===== src/rtl/clkdiv_pkg.sv =====
`timescale 1ns/1ps
package clkdiv_pkg;

    // divide code held in the divide register
    typedef enum logic [1:0] {
        DIV_MULT = 2'b00,
        DIV_RSVD = 2'b01,
        DIV_ONE  = 2'b10,
        DIV_SLOW = 2'b11
    } div_code_e;

    // one-hot active ratio
    typedef enum logic [3:0] {
        RATIO_X4   = 4'b0001,
        RATIO_X2   = 4'b0010,
        RATIO_D1   = 4'b0100,
        RATIO_SLOW = 4'b1000
    } ratio_e;

    // mode register, bit2..bit0
    typedef struct packed {
        logic x4_sel;
        logic mul_en;
        logic swb_en;
    } mode_t;

    localparam int MODE_W = $bits(mode_t);
    localparam int DIV_W  = $bits(div_code_e);

    localparam logic REG_DIV  = 1'b0;
    localparam logic REG_MODE = 1'b1;

    // the reserved code behaves as divide-by-1
    function automatic logic is_div_one(div_code_e d);
        return (d == DIV_ONE) || (d == DIV_RSVD);
    endfunction

    // requested ratio from the held state
    function automatic ratio_e pick_ratio(div_code_e d, mode_t m, logic ready);
        ratio_e r;
        case (d)
            DIV_MULT: begin
                if (m.mul_en && ready)
                    r = m.x4_sel ? RATIO_X4 : RATIO_X2;
                else
                    r = RATIO_D1;
            end
            DIV_SLOW: r = RATIO_SLOW;
            default:  r = RATIO_D1;
        endcase
        return r;
    endfunction

endpackage


===== src/rtl/clkdiv_regs.sv =====
`timescale 1ns/1ps
module clkdiv_regs
    import clkdiv_pkg::*;
(
    input  logic                 clk,
    input  logic                 rst,
    input  logic                 wr_en,
    input  logic                 wr_addr,
    input  logic [MODE_W-1:0]    wr_data,
    input  logic                 ring_mode,
    input  logic                 ext_irq,
    input  logic                 ser_start,
    output div_code_e            div_q,
    output mode_t                mode_q,
    output logic                 mul_start
);

    mode_t wr_mode;
    logic  div_wr;
    logic  mode_wr;
    logic  swb_fire;
    logic  mul_ok;

    assign wr_mode  = mode_t'(wr_data);
    assign div_wr   = wr_en && (wr_addr == REG_DIV);
    assign mode_wr  = wr_en && (wr_addr == REG_MODE);
    assign swb_fire = (div_q == DIV_SLOW) && mode_q.swb_en && (ext_irq || ser_start);
    assign mul_ok   = is_div_one(div_q) && !ring_mode;

    // divide code: hardware switchback wins over a software write
    always_ff @(posedge clk) begin
        if (rst) begin
            div_q <= DIV_ONE;
        end else if (swb_fire) begin
            div_q <= DIV_ONE;
        end else if (div_wr) begin
            div_q <= div_code_e'(wr_data[DIV_W-1:0]);
        end
    end

    // mode register with per-bit guards taken from the pre-write state
    always_ff @(posedge clk) begin
        if (rst) begin
            mode_q    <= '0;
            mul_start <= 1'b0;
        end else begin
            mul_start <= 1'b0;
            if (mode_wr) begin
                mode_q.swb_en <= wr_mode.swb_en;
                if (!mode_q.mul_en) begin
                    mode_q.x4_sel <= wr_mode.x4_sel;
                end
                if (mul_ok) begin
                    mode_q.mul_en <= wr_mode.mul_en;
                    mul_start     <= wr_mode.mul_en && !mode_q.mul_en;
                end
            end
        end
    end

endmodule


===== src/rtl/clkdiv_ready_timer.sv =====
`timescale 1ns/1ps
module clkdiv_ready_timer #(
    parameter int STARTUP_CYCLES = 65536
) (
    input  logic clk,
    input  logic rst,
    input  logic start,
    input  logic enable,
    output logic ready
);

    localparam int CW = $clog2(STARTUP_CYCLES + 1);
    localparam logic [CW-1:0] LOAD = CW'(STARTUP_CYCLES - 1);

    logic [CW-1:0] cnt;
    logic          running;

    always_ff @(posedge clk) begin
        if (rst) begin
            cnt     <= '0;
            running <= 1'b0;
            ready   <= 1'b0;
        end else if (!enable) begin
            running <= 1'b0;
            ready   <= 1'b0;
        end else if (start) begin
            cnt     <= LOAD;
            running <= 1'b1;
            ready   <= 1'b0;
        end else if (running) begin
            if (cnt == '0) begin
                running <= 1'b0;
                ready   <= 1'b1;
            end else begin
                cnt <= cnt - 1'b1;
            end
        end
    end

endmodule


===== src/rtl/clkdiv_pulse_gen.sv =====
`timescale 1ns/1ps
module clkdiv_pulse_gen
    import clkdiv_pkg::*;
#(
    parameter int SLOW_PERIOD = 4096
) (
    input  logic   clk,
    input  logic   rst,
    input  ratio_e target,
    output ratio_e active,
    output logic   clk_en
);

    localparam int PW = $clog2(SLOW_PERIOD);

    logic [PW-1:0] cnt;

    // reload value is period minus one
    function automatic logic [PW-1:0] reload(ratio_e r);
        logic [PW-1:0] v;
        case (r)
            RATIO_X4: v = PW'(0);
            RATIO_X2: v = PW'(1);
            RATIO_D1: v = PW'(3);
            default:  v = PW'(SLOW_PERIOD - 1);
        endcase
        return v;
    endfunction

    assign clk_en = (cnt == '0);

    // a new ratio is latched only when the running period ends
    always_ff @(posedge clk) begin
        if (rst) begin
            cnt    <= '0;
            active <= RATIO_D1;
        end else if (clk_en) begin
            cnt    <= reload(target);
            active <= target;
        end else begin
            cnt <= cnt - 1'b1;
        end
    end

endmodule


===== src/rtl/clkdiv_ctrl.sv =====
`timescale 1ns/1ps
module clkdiv_ctrl
    import clkdiv_pkg::*;
#(
    parameter int STARTUP_CYCLES = 65536,
    parameter int SLOW_PERIOD    = 4096
) (
    input  logic       clk,
    input  logic       rst,
    input  logic       wr_en,
    input  logic       wr_addr,
    input  logic [2:0] wr_data,
    input  logic       ring_mode,
    input  logic       ext_irq,
    input  logic       ser_start,
    output logic [3:0] ratio_sel,
    output logic       clk_en,
    output logic       clk_ready,
    output logic [1:0] div_rd,
    output logic [2:0] mode_rd
);

    div_code_e div_q;
    mode_t     mode_q;
    logic      mul_start;
    ratio_e    target;
    ratio_e    active;

    clkdiv_regs u_regs (
        .clk       (clk),
        .rst       (rst),
        .wr_en     (wr_en),
        .wr_addr   (wr_addr),
        .wr_data   (wr_data),
        .ring_mode (ring_mode),
        .ext_irq   (ext_irq),
        .ser_start (ser_start),
        .div_q     (div_q),
        .mode_q    (mode_q),
        .mul_start (mul_start)
    );

    clkdiv_ready_timer #(
        .STARTUP_CYCLES (STARTUP_CYCLES)
    ) u_timer (
        .clk    (clk),
        .rst    (rst),
        .start  (mul_start),
        .enable (mode_q.mul_en),
        .ready  (clk_ready)
    );

    assign target = pick_ratio(div_q, mode_q, clk_ready);

    clkdiv_pulse_gen #(
        .SLOW_PERIOD (SLOW_PERIOD)
    ) u_pulse (
        .clk    (clk),
        .rst    (rst),
        .target (target),
        .active (active),
        .clk_en (clk_en)
    );

    assign ratio_sel = active;
    assign div_rd    = div_q;
    assign mode_rd   = mode_q;

endmodule


===== config.mk =====
export PLATFORM = sky130hd
export DESIGN_NAME = clkdiv_ctrl
export DESIGN_NICKNAME = d
export VERILOG_FILES = /design/src/rtl/clkdiv_pkg.sv /design/src/rtl/clkdiv_regs.sv /design/src/rtl/clkdiv_ready_timer.sv /design/src/rtl/clkdiv_pulse_gen.sv /design/src/rtl/clkdiv_ctrl.sv
export SDC_FILE = /design/constraint.sdc
export NUM_CORES = 1
export LEC_CHECK = 0
export BUFFER_PORTS_ARGS = -buffer_cell sky130_fd_sc_hd__buf_2
export CAP_MARGIN = 0
export CORE_MARGIN = 3
export CORE_UTILIZATION = 55
export CTS_BUF_LIST = sky130_fd_sc_hd__clkbuf_2
export CTS_CLUSTER_SIZE = 40
export DETAILED_ROUTE_END_ITERATION = 10
export GPL_ROUTABILITY_DRIVEN = 0
export MAX_ROUTING_LAYER = met4
export PLACE_DENSITY_LB_ADDON = 0.3
export SLEW_MARGIN = 25
export SYNTH_ARGS = -nofsm -noshare
export SYNTH_HDL_FRONTEND = slang
export SYNTH_HIERARCHICAL = 1
export SYNTH_SLANG_ARGS = --single-unit

===== constraint.sdc =====
create_clock -name clk -period 1.9 [get_ports clk]
set_input_delay 0.19 -clock clk [delete_from_list [all_inputs] [get_ports clk]]
set_output_delay 0.19 -clock clk [all_outputs]
set_load 0.02 [all_outputs]

==> impl_metrics.env <==
export IMPL_syn_num_nets=273
export IMPL_fin_crit_sh_pct=107
export IMPL_grt_overflow=0
export IMPL_cp_required_ps=2250
export IMPL_synth_edf_count=0
export IMPL_synth_cell_types=56
export IMPL_r2r_slack_ps=-120
export IMPL_clk_insertion_delay_late_ps=410
export IMPL_num_rows=22
export IMPL_min_path_type="input port to flop"
export IMPL_grt_pass1_wl_um=9000
export IMPL_ys_seq_area_share_pct=37.4
export IMPL_die_height_um=69.2
export IMPL_dp_slack_ps=-45.2
export IMPL_place_hpwl_um=3560
export IMPL_clock_sinks=41
export IMPL_syn_inst=256
export IMPL_ios=21
export IMPL_dr_total_vias=2234
export IMPL_htree_num_levels=2
export IMPL_wl_per_cell_um=16.2
export IMPL_power_total_uw=3040
export IMPL_slew_headroom_pct=55.7
export IMPL_avgSynthCellArea_sq_um=8.58
export IMPL_power_density_mw_per_mm2=1040
export IMPL_cp_slowest_cell="or4b_4"
export IMPL_fillers=237
export IMPL_die_x_um=69.2
export IMPL_drt_pass1_iter_count=4
export IMPL_crit_fanout=5
export IMPL_initial_core_util_pct=58.7
export IMPL_clock_skew_ps=10.5
export IMPL_yosysTopAreaCellShare_pct=37.4
export IMPL_layout_common_cells="buf_4 (40), dfxtp_1 (36), nor2_1 (24)"
export IMPL_grt_pass1_vias=2064
export IMPL_postLayoutCellArea_sq_mm=0.00294
export IMPL_setup_viol=5
export IMPL_final_instance_count_excl_fill=367
export IMPL_crit_path_cell_trace="inv_2, ha_4, or4b_4, nor4_4, buf_4, nand4_1, a211o_1, a21oi_2"
export IMPL_peakVddDrop_uv=634
export IMPL_antenna_found_initial=0
export IMPL_p_leak_uw=0.00120
export IMPL_ant_nets=0
export IMPL_start_kind="flop"
export IMPL_violations="negative setup slack"
export IMPL_crit_path_max_incr_delay_ps=480
export IMPL_synth_area_leaders="dfxtp_1 (37%), nor2_1 (4.8%), a21oi_1 (4.3%), ha_1 (4.0%), xor2_1 (4.0%)"
export IMPL_rsz0062_at_grt="yes"
export IMPL_crit_path_end_kind="flop"
export IMPL_critical_path_class="flop to flop"
export IMPL_drt_vias_per_instance=6.09
export IMPL_drtIter0Drc=156
export IMPL_cts_buffers=5
export IMPL_antennaDiodeCount=0
export IMPL_cap_violations=0
export IMPL_synthToLayoutAreaGrowth_pct=33.8
export IMPL_core_sq_mm=0.00374
export IMPL_drive_gt1_share_pct=34.8
export IMPL_status="complete, but fails checks"
export IMPL_setup_ws_ps=-125
export IMPL_cts_tree="done"
export IMPL_grt_max_degree=28
export IMPL_cts_path_max_buffers=2
export IMPL_placed_area_sq_mm=0.00254
export IMPL_setup_tns_ps=-299
export IMPL_portBuffers=20
export IMPL_cts_root_buf="clkbuf_2"
export IMPL_clk_pin_slew_worst_paths_ps=200
export IMPL_yosys_area_top_type="dfxtp_1"
export IMPL_async_reset_ff_share_pct=0
export IMPL_syn_area_sq_mm=0.00220
export IMPL_ys_ff_latch=41
export IMPL_layout_commonest_cell="buf_4"
export IMPL_cp_arrival_ps=2370
export IMPL_tightest_slew_ps=657
export IMPL_grt_total_usage_pct=23.3
export IMPL_placed_cells=339
export IMPL_drt_wl_total_um=5940
export IMPL_max_freq_mhz=494
export IMPL_slew_violations=0
export IMPL_die_area_sq_mm=0.00479
export IMPL_post_route_min_period_ps=2020
export IMPL_synthFlopType="dfxtp_1"
export IMPL_hold_violations=0
export IMPL_route_detailed_drc=0
export IMPL_yosys_warnings=6
export IMPL_fin_nets=335
==> synth_stat cells, drive strengths merged, types with 3 or more instances <==
master	count
a211oi	3
a21oi	19
a31oi	9
buf	3
clkbuf	8
dfxtp	41
ha	7
inv	12
mux2i	6
nand2	14
nand2b	3
nand3	5
nand3b	4
nand4	5
nand4b	4
nor2	28
nor2b	4
nor3	12
nor4	3
o211ai	3
o21a	8
o21ai	8
o22ai	4
or3	3
xor2	10
==> routing by layer <==
metal | track usage [%] | routed length, um | vias to the layer above
met5 | - | 0 | -
met4 | 9.98 | 170 | 0
met3 | 5.07 | 340 | 14
met2 | 36.4 | 2870 | 89
met1 | 28.9 | 2550 | 1060
li1 | - | - | 1071
==> area by class of cell <==
class                           instances  area (sq um)  area share, %
Clock buffer                            6          30.0           1.02
Clock inverter                          2          33.8           1.15
Inverter                               12          47.5           1.62
Multi-Input combinational cell        193          1470           50.0
Sequential cell                        41           835           28.4
Tap cell                               48          60.1           2.04
Timing Repair Buffer                   65           463           15.8
==> critical path: cells and delay by family (launching register included) <==
kind	cells	cell delay, ps
buffers and inverters	2	250
AOI/OAI and AO/OA	2	450
DFF	1	360
and+or+nand+nor	3	790
adders and majority gates	1	120
==> registers in the layout, indices dropped and copies added (netlist names) <==
| register | flops |
|---|---|
| u_timer/ready | 1 |
| u_timer/running | 1 |
| u_pulse/active | 4 |
| u_regs/mode_q | 3 |
| u_regs/div_q | 2 |
| u_timer/cnt | 17 |
| u_pulse/cnt | 12 |
| u_regs/mul_start | 1 |
==> report_power, final <==
part           switching, uW  internal (uW)  leakage (uW)
clock                    283            224     0.0000406
combinational            655            709      0.000826
sequential               177            995      0.000335
total                   1120           1930       0.00120
==> per-stage QoR <==
step	hold WS (ps)	util [%]
finish	40.7	78.5
CTS	3.81	71.9
global placement	429	67.9
global route	17.7	78.5
floorplan	259	-
detailed placement	434	67.9
==> repair_timing <==
item,CTS,global route
buffers inserted,4,12
resized for setup,9,34
endpoints found under the hold margin,1,2
pin swaps,3,11
endpoints found under the setup margin,8,26
gates cloned,1,0
hold buffers,1,2
==> cell families after synthesis <==
family	after synthesis	synth area share (%)
compound gates	70	21.8
xor+xnor	12	4.79
fa+ha+maj	7	3.99
buf+inv	23	4.16
flops	41	37.4
mux	6	2.74
simple gates	97	25.1
==> worst paths after layout <==
check | startpoint | end | depth (start not counted)
worst max register to register | u_timer/cnt[0] | u_timer/cnt[14] | 8
worst max-delay path | u_timer/cnt[0] | u_timer/cnt[14] | 8
worst min register to register | u_regs/mode_q[0] | u_regs/mode_q[0] | 2
worst min-delay path | wr_data[1] | u_regs/div_q[1] | 3
No activity file was read; power rests on OpenSTA's default activity.
